<file path="config.mk">
export PLATFORM = sky130hd
export DESIGN_NAME = quad_lane_buffer
export DESIGN_NICKNAME = d
export VERILOG_FILES = /design/src/rtl/lane_buf_pkg.sv /design/src/rtl/lane_fifo.sv /design/src/rtl/lane_bank.sv /design/src/rtl/sticky_status.sv /design/src/rtl/quad_lane_buffer.sv
export SDC_FILE = /design/constraint.sdc
export NUM_CORES = 1
export LEC_CHECK = 0
export BUFFER_PORTS_ARGS = -buffer_cell sky130_fd_sc_hd__buf_4
export CORE_AREA = 2 2 360 362
export DETAILED_ROUTE_END_ITERATION = 6
export DIE_AREA = 0 0 362 364
export GPL_TIMING_DRIVEN = 0
export PLACE_DENSITY = 0.52
export SYNTH_ARGS = -nofsm -noshare
export SYNTH_HDL_FRONTEND = slang
export SYNTH_SLANG_ARGS = --single-unit
</file>
<file path="constraint.sdc">
create_clock -name clk -period 5.57 [get_ports clk]
set_clock_uncertainty 0.05 [all_clocks]
set_input_delay 1.114 -clock clk [delete_from_list [all_inputs] [get_ports clk]]
set_output_delay 1.114 -clock clk [all_outputs]
set_load 0.005 [all_outputs]
</file>
<file path="src/rtl/lane_buf_pkg.sv">
package lane_buf_pkg;
  localparam int unsigned NSTAT        = 11;
  localparam int unsigned ST_TX_WFULL  = 0;
  localparam int unsigned ST_TX_BFULL  = 1;
  localparam int unsigned ST_TX_HALF   = 2;
  localparam int unsigned ST_TX_EMPTY  = 3;
  localparam int unsigned ST_TX_TRIG   = 4;
  localparam int unsigned ST_RX_FULL   = 5;
  localparam int unsigned ST_RX_HALF   = 6;
  localparam int unsigned ST_RX_TRIG   = 7;
  localparam int unsigned ST_RX_WAVAIL = 8;
  localparam int unsigned ST_RX_BAVAIL = 9;
  localparam int unsigned ST_ILLEGAL   = 10;
endpackage

</file>
<file path="src/rtl/lane_fifo.sv">
module lane_fifo #(
  parameter int W     = 8,
  parameter int DEPTH = 16,
  localparam int AW   = $clog2(DEPTH),
  localparam int CW   = $clog2(DEPTH + 1)
) (
  input  logic          clk,
  input  logic          rst_n,
  input  logic          clr,
  input  logic          push,
  input  logic [W-1:0]  din,
  input  logic          pop,
  output logic [W-1:0]  head,
  output logic [CW-1:0] count
);
  logic [W-1:0]  mem [DEPTH];
  logic [AW-1:0] wp, rp;

  always_ff @(posedge clk) begin
    if (push) mem[wp] <= din;
  end

  always_ff @(posedge clk or negedge rst_n) begin
    if (!rst_n) begin
      wp <= '0; rp <= '0; count <= '0;
    end else if (clr) begin
      wp <= '0; rp <= '0; count <= '0;
    end else begin
      if (push) wp <= (wp == AW'(DEPTH - 1)) ? '0 : wp + 1'b1;
      if (pop)  rp <= (rp == AW'(DEPTH - 1)) ? '0 : rp + 1'b1;
      case ({push, pop})
        2'b10:   count <= count + 1'b1;
        2'b01:   count <= count - 1'b1;
        default: count <= count;
      endcase
    end
  end

  assign head = mem[rp];
endmodule

</file>
<file path="src/rtl/lane_bank.sv">
module lane_bank #(
  parameter int LANES = 4,
  parameter int W     = 8,
  parameter int DEPTH = 16,
  localparam int DW   = LANES * W,
  localparam int PW   = $clog2(LANES),
  localparam int CW   = $clog2(DEPTH + 1),
  localparam int TW   = $clog2(LANES * DEPTH + 1)
) (
  input  logic          clk,
  input  logic          rst_n,
  input  logic          clr,
  input  logic          push_word,
  input  logic          push_byte,
  input  logic [DW-1:0] push_data,
  input  logic          pop_word,
  input  logic          pop_byte,
  output logic [DW-1:0] pop_data,
  output logic          can_push_word,
  output logic          can_push_byte,
  output logic          can_pop_word,
  output logic          can_pop_byte,
  output logic [TW-1:0] total
);
  logic [PW-1:0]    wp, rp;
  logic [W-1:0]     l_din  [LANES];
  logic [W-1:0]     l_head [LANES];
  logic [CW-1:0]    l_cnt  [LANES];
  logic [LANES-1:0] l_push, l_pop, l_full, l_empty;
  logic [TW-1:0]    add_n, sub_n;

  for (genvar i = 0; i < LANES; i++) begin : g_lane
    logic [PW-1:0] woff;
    assign woff      = PW'(i) - wp;
    assign l_push[i] = push_word | (push_byte & (wp == PW'(i)));
    assign l_pop[i]  = pop_word  | (pop_byte  & (rp == PW'(i)));
    assign l_din[i]  = push_word ? push_data[woff*W +: W] : push_data[W-1:0];

    lane_fifo #(.W(W), .DEPTH(DEPTH)) u_fifo (
      .clk(clk), .rst_n(rst_n), .clr(clr),
      .push(l_push[i]), .din(l_din[i]), .pop(l_pop[i]),
      .head(l_head[i]), .count(l_cnt[i])
    );

    assign l_full[i]  = (l_cnt[i] == CW'(DEPTH));
    assign l_empty[i] = (l_cnt[i] == '0);
    assign pop_data[i*W +: W] = l_head[PW'(i) + rp];
  end

  assign can_push_word = ~|l_full;
  assign can_push_byte = ~l_full[wp];
  assign can_pop_word  = ~|l_empty;
  assign can_pop_byte  = ~l_empty[rp];

  assign add_n = push_word ? TW'(LANES) : TW'(push_byte);
  assign sub_n = pop_word  ? TW'(LANES) : TW'(pop_byte);

  always_ff @(posedge clk or negedge rst_n) begin
    if (!rst_n) begin
      wp <= '0; rp <= '0; total <= '0;
    end else if (clr) begin
      wp <= '0; rp <= '0; total <= '0;
    end else begin
      if (push_byte) wp <= wp + 1'b1;
      if (pop_byte)  rp <= rp + 1'b1;
      total <= total + add_n - sub_n;
    end
  end
endmodule

</file>
<file path="src/rtl/sticky_status.sv">
module sticky_status #(
  parameter int N = 11
) (
  input  logic         clk,
  input  logic         rst_n,
  input  logic         clr_all,
  input  logic [N-1:0] clr_bits,
  input  logic [N-1:0] live,
  output logic [N-1:0] stat
);
  always_ff @(posedge clk or negedge rst_n) begin
    if (!rst_n)       stat <= '0;
    else if (clr_all) stat <= '0;
    else              stat <= (stat & ~clr_bits) | live;
  end
endmodule

</file>
<file path="src/rtl/quad_lane_buffer.sv">
module quad_lane_buffer
  import lane_buf_pkg::*;
#(
  parameter int LANES   = 4,
  parameter int W       = 8,
  parameter int DEPTH   = 16,
  parameter int TX_TRIG = 16,
  parameter int RX_TRIG = 16,
  localparam int DW     = LANES * W,
  localparam int TW     = $clog2(LANES * DEPTH + 1),
  localparam int CAP    = LANES * DEPTH
) (
  input  logic             clk,
  input  logic             rst_n,
  input  logic             soft_clr,
  input  logic             tx_wr_word,
  input  logic             tx_wr_byte,
  input  logic [DW-1:0]    tx_wdata,
  output logic             ser_valid,
  input  logic             ser_ready,
  output logic [W-1:0]     ser_data,
  input  logic             des_valid,
  output logic             des_ready,
  input  logic [W-1:0]     des_data,
  input  logic             rx_rd_word,
  input  logic             rx_rd_byte,
  output logic [DW-1:0]    rx_rdata,
  input  logic [NSTAT-1:0] stat_clr,
  output logic [NSTAT-1:0] stat
);
  logic          tx_cpw, tx_cpb, tx_cqw, tx_cqb, tx_pw, tx_pb, tx_pop;
  logic [DW-1:0] tx_head;
  logic [TW-1:0] tx_total;
  logic          rx_cpw, rx_cpb, rx_cqw, rx_cqb, rx_pw, rx_pb, rx_push;
  logic [DW-1:0] rx_head;
  logic [TW-1:0] rx_total;
  logic          bad_tx, bad_rx;
  logic [NSTAT-1:0] live;
  logic          unused_ok;

  assign tx_pw  = tx_wr_word & ~tx_wr_byte & tx_cpw;
  assign tx_pb  = tx_wr_byte & ~tx_wr_word & tx_cpb;
  assign tx_pop = ser_valid & ser_ready;

  lane_bank #(.LANES(LANES), .W(W), .DEPTH(DEPTH)) u_tx (
    .clk(clk), .rst_n(rst_n), .clr(soft_clr),
    .push_word(tx_pw), .push_byte(tx_pb), .push_data(tx_wdata),
    .pop_word(1'b0), .pop_byte(tx_pop), .pop_data(tx_head),
    .can_push_word(tx_cpw), .can_push_byte(tx_cpb),
    .can_pop_word(tx_cqw), .can_pop_byte(tx_cqb), .total(tx_total)
  );

  assign ser_valid = tx_cqb;
  assign ser_data  = tx_head[W-1:0];

  assign des_ready = rx_cpb;
  assign rx_push   = des_valid & des_ready;
  assign rx_pw     = rx_rd_word & ~rx_rd_byte & rx_cqw & ~soft_clr;
  assign rx_pb     = rx_rd_byte & ~rx_rd_word & rx_cqb & ~soft_clr;

  lane_bank #(.LANES(LANES), .W(W), .DEPTH(DEPTH)) u_rx (
    .clk(clk), .rst_n(rst_n), .clr(soft_clr),
    .push_word(1'b0), .push_byte(rx_push), .push_data({{(DW-W){1'b0}}, des_data}),
    .pop_word(rx_pw), .pop_byte(rx_pb), .pop_data(rx_head),
    .can_push_word(rx_cpw), .can_push_byte(rx_cpb),
    .can_pop_word(rx_cqw), .can_pop_byte(rx_cqb), .total(rx_total)
  );

  always_comb begin
    if (rx_pw)      rx_rdata = rx_head;
    else if (rx_pb) rx_rdata = {{(DW-W){1'b0}}, rx_head[W-1:0]};
    else            rx_rdata = '0;
  end

  assign bad_tx = (tx_wr_word & tx_wr_byte) | (tx_wr_word & ~tx_wr_byte & ~tx_cpw)
                | (tx_wr_byte & ~tx_wr_word & ~tx_cpb);
  assign bad_rx = (rx_rd_word & rx_rd_byte) | (rx_rd_word & ~rx_rd_byte & ~rx_cqw)
                | (rx_rd_byte & ~rx_rd_word & ~rx_cqb);

  always_comb begin
    live               = '0;
    live[ST_TX_WFULL]  = ~tx_cpw;
    live[ST_TX_BFULL]  = ~tx_cpb;
    live[ST_TX_HALF]   = tx_total >= TW'(CAP / 2);
    live[ST_TX_EMPTY]  = tx_total == '0;
    live[ST_TX_TRIG]   = tx_total <= TW'(TX_TRIG);
    live[ST_RX_FULL]   = rx_total == TW'(CAP);
    live[ST_RX_HALF]   = rx_total >= TW'(CAP / 2);
    live[ST_RX_TRIG]   = rx_total >= TW'(RX_TRIG);
    live[ST_RX_WAVAIL] = rx_cqw;
    live[ST_RX_BAVAIL] = rx_cqb;
    live[ST_ILLEGAL]   = bad_tx | bad_rx;
  end

  sticky_status #(.N(NSTAT)) u_stat (
    .clk(clk), .rst_n(rst_n), .clr_all(soft_clr),
    .clr_bits(stat_clr), .live(live), .stat(stat)
  );

  assign unused_ok = ^{tx_head[DW-1:W], tx_cqw, rx_cpw};
endmodule

</file>
==> results.yml <==
place:
  dp_cells: 4980
  gp_congestion: 0.862
  dp_slack_ns: 0.837
  dp_hpwl_um: 95600
  portBuffers: 112
cts:
  clock_latency_ns: 0.75
  clk_path_buf_depth: 3
  cts.clk_slew.worst_paths_ns: 0.05
  numCtsBuffers: 130
  htree_num_levels: 4
  cts_root_buffer: "clkbuf_16"
  numClockSinks: 1161
  cts_tree: "done"
  ctsHoldBuffers: 0
logic_synthesis:
  ys_top_cells_by_area: "edfxtp_1, mux4_2, dfrtp_1"
  syn_area_mm2: 0.0508
  yosys.cell_count.top_type: "edfxtp_1"
  yosysWarningCount: 0
  yosysTopAreaCellShare: 0.606
  synthFlopType: "edfxtp_1"
  synth_nets: 3346
  yosysTopAreaCell: "edfxtp_1"
  ys_seq_area_frac: 0.673
  ys_ff_latch: 1161
  synth_cell_types: 85
  synthArstFlopShare: 0.118
  synth_edf_count: 1024
  yosys-top-cells-count: "edfxtp_1, mux4_2, nor2_1, mux2i_1, nand2_1"
  synth.avg_cell_area_um2: 16.0
  syn_inst: 3181
setup_path:
  worstPathMaxFanout: 10
  cp_slowest_cell: "o21ai_0"
  worst_path_largest_cell_delay_ns: 0.78
  cpLargestDelayFamily: "buffers and inverters"
  path_common_cell: "clkbuf_1"
  cp_data_required_time_ns: 4.41
  crit_type: "flop to output port"
  startpoint_type: "flop"
  r2r_slack_ns: 1.15
  cp_cell_sequence: "clkbuf_1 > clkbuf_1 > mux4_2 > a22oi_1 > nand2_1 > o21ai_0 > mux2_2 > nor2_1 > buf_4"
  crit_arrival_ns: 4.31
  path_buf_inv: 3
  endpoint_kind: "output port"
sta:
  max_freq_mhz: 183
  hold_slack_ns: 0.218
  worst_slew_pin_slew_ns: 1.33
  setup_viol: 0
  relSlewSlack: 0.109
  grt_setup_unrepaired: "false"
  finalSetupTns_ns: 0
  finalHoldViolCount: 0
  setup_ws_ns: 0.0977
  period_minus_slack_ns: 5.47
  period_share: 0.982
  slew_viol_final: 0
floorplanning:
  dieHeight_um: 364
  die_area_mm2: 0.132
  core_mm2: 0.128
  io_pins: 113
  initial_core_util: 0.396
  rows: 132
  fp.dieW_um: 362
power_and_ir_drop:
  power_mw: 22.4
  power_density_mw_per_mm2: 385
  peakVddDrop_mv: 0.317
  leakage_nw: 19.3
global_route:
  antenna_found_initial: 4
  grt_pass1_vias: 30044
  grt_overflow: 0
  grt_max_degree: 92
  grt_pass1_wl_um: 201000
  track_usage: 0.209
drt:
  drc: 0
  wl_um: 137000
  drtIter0Drc: 2346
  vias_per_cell: 5.64
  postRouteAntennaNets: 0
  first_pass_iters: 5
  via_count: 29434
  wl_per_cell_um: 26.2
flow_run:
  drv_cap: 0
cells_and_area:
  nets: 3604
  drive_gt1_frac: 0.187
  seq_area_mm2: 0.0342
  multi_input_area_mm2: 0.0157
  fillers: 11034
  stdcell_count: 5221
  syn_to_final_growth_pct: 14.6
min_path:
  hp-class: "input pin to async pin"
run_status:
  status: "completed"
==> per-layer routing <==
metal  GRT usage  up-vias  part of all wire
met4      0.0685        0             0.028
met5           0        -                 0
li1            -    13046                 -
met1       0.276    15203              0.42
met2       0.352      973              0.50
met3      0.0330      212             0.053
==> power breakdown <==
part	switching (mW)	internal, mW	leakage (nW)	total (mW)
clock network	3.46	4.91	2.02	8.37
logic	2.41	1.42	6.23	3.83
registers	0.192	10.0	11.1	10.2
==> worst paths after layout <==
check                                                      startpoint                                    endpoint  cells past startpoint
max                           u_rx.g_lane[2].u_fifo.rp[1]$_DFFE_PN0P_                                 rx_rdata[2]                      9
min                                                             rst_n                    u_stat.stat[9]$_DFF_PN0_                      1
max reg2reg                u_tx.g_lane[0].u_fifo.count[1]$_DFFE_PN0P_  u_tx.g_lane[3].u_fifo.count[4]$_DFFE_PN0P_                     13
min reg2reg                                  u_stat.stat[8]$_DFF_PN0_                    u_stat.stat[8]$_DFF_PN0_                      2
max in group asynchronous                                       rst_n     u_rx.g_lane[3].u_fifo.wp[0]$_DFFE_PN0P_                      2
min in group clk                             u_stat.stat[8]$_DFF_PN0_                    u_stat.stat[8]$_DFF_PN0_                      2
==> registers in the layout (all words and copies together) (netlist names) <==
signal / flops
u_rx.g_lane.u_fifo.count: 20
u_rx.g_lane.u_fifo.mem: 512
u_rx.g_lane.u_fifo.rp: 16
u_rx.g_lane.u_fifo.wp: 16
u_rx.rp: 2
u_rx.total: 7
u_rx.wp: 2
u_stat.stat: 11
u_tx.g_lane.u_fifo.count: 20
u_tx.g_lane.u_fifo.mem: 512
u_tx.g_lane.u_fifo.rp: 16
u_tx.g_lane.u_fifo.wp: 16
u_tx.rp: 2
u_tx.total: 7
u_tx.wp: 2
==> logic make-up after synthesis <==
family | after synthesis | share of synthesized area
AO/OA/AOI/OAI | 500 | 0.0664
adder cells (fa/ha/maj) | 105 | 0.0268
buffers and inverters | 263 | 0.0207
multiplexers | 435 | 0.138
flip-flops | 1161 | 0.673
XOR/XNOR | 54 | 0.00998
AND/OR/NAND/NOR | 663 | 0.0646
==> through the flow <==
stage | util | instance area (µm²)
floorplan | - | 50800
global placement | 0.419 | 53700
detailed placement | 0.420 | 53900
CTS | 0.453 | 58100
global route | 0.453 | 58200
finish | 0.453 | 58200
==> timing repair <==
item                                    4_1_cts  5_1_grt
buffers inserted                              0        0
endpoints found under the setup margin        0       16
resized for setup                             0        9
hold endpoints to repair                      0        0
==> cell usage in the layout (no fill, tap or decap), types with 30 or more instances in the layout <==
master,n
a21oi_1,113
clkbuf_1,156
mux2_2,39
nand2_1,155
mux2i_1,186
edfxtp_1,1024
nand3_1,49
a22oi_1,46
buf_2,31
buf_4,119
o21ai_0,117
clkbuf_16,133
a221oi_1,77
ha_1,99
dfrtp_1,137
xnor2_1,30
nor3_1,37
mux4_2,209
inv_1,76
nor2_1,203
and2_1,45
==> area by class of cell <==
| type | instances | share of cell area |
|---|---|---|
| tap | 1675 | 0.0360 |
| multi-input combinational | 1757 | 0.269 |
| clock inverter | 67 | 0.0114 |
| sequential | 1161 | 0.588 |
| inverter | 82 | 0.00533 |
| antenna | 2 | 0.0000860 |
| timing repair buffer | 126 | 0.0174 |
| buffer | 181 | 0.0129 |
| clock buffer | 170 | 0.0601 |
No activity file was read; power rests on OpenSTA's default activity.
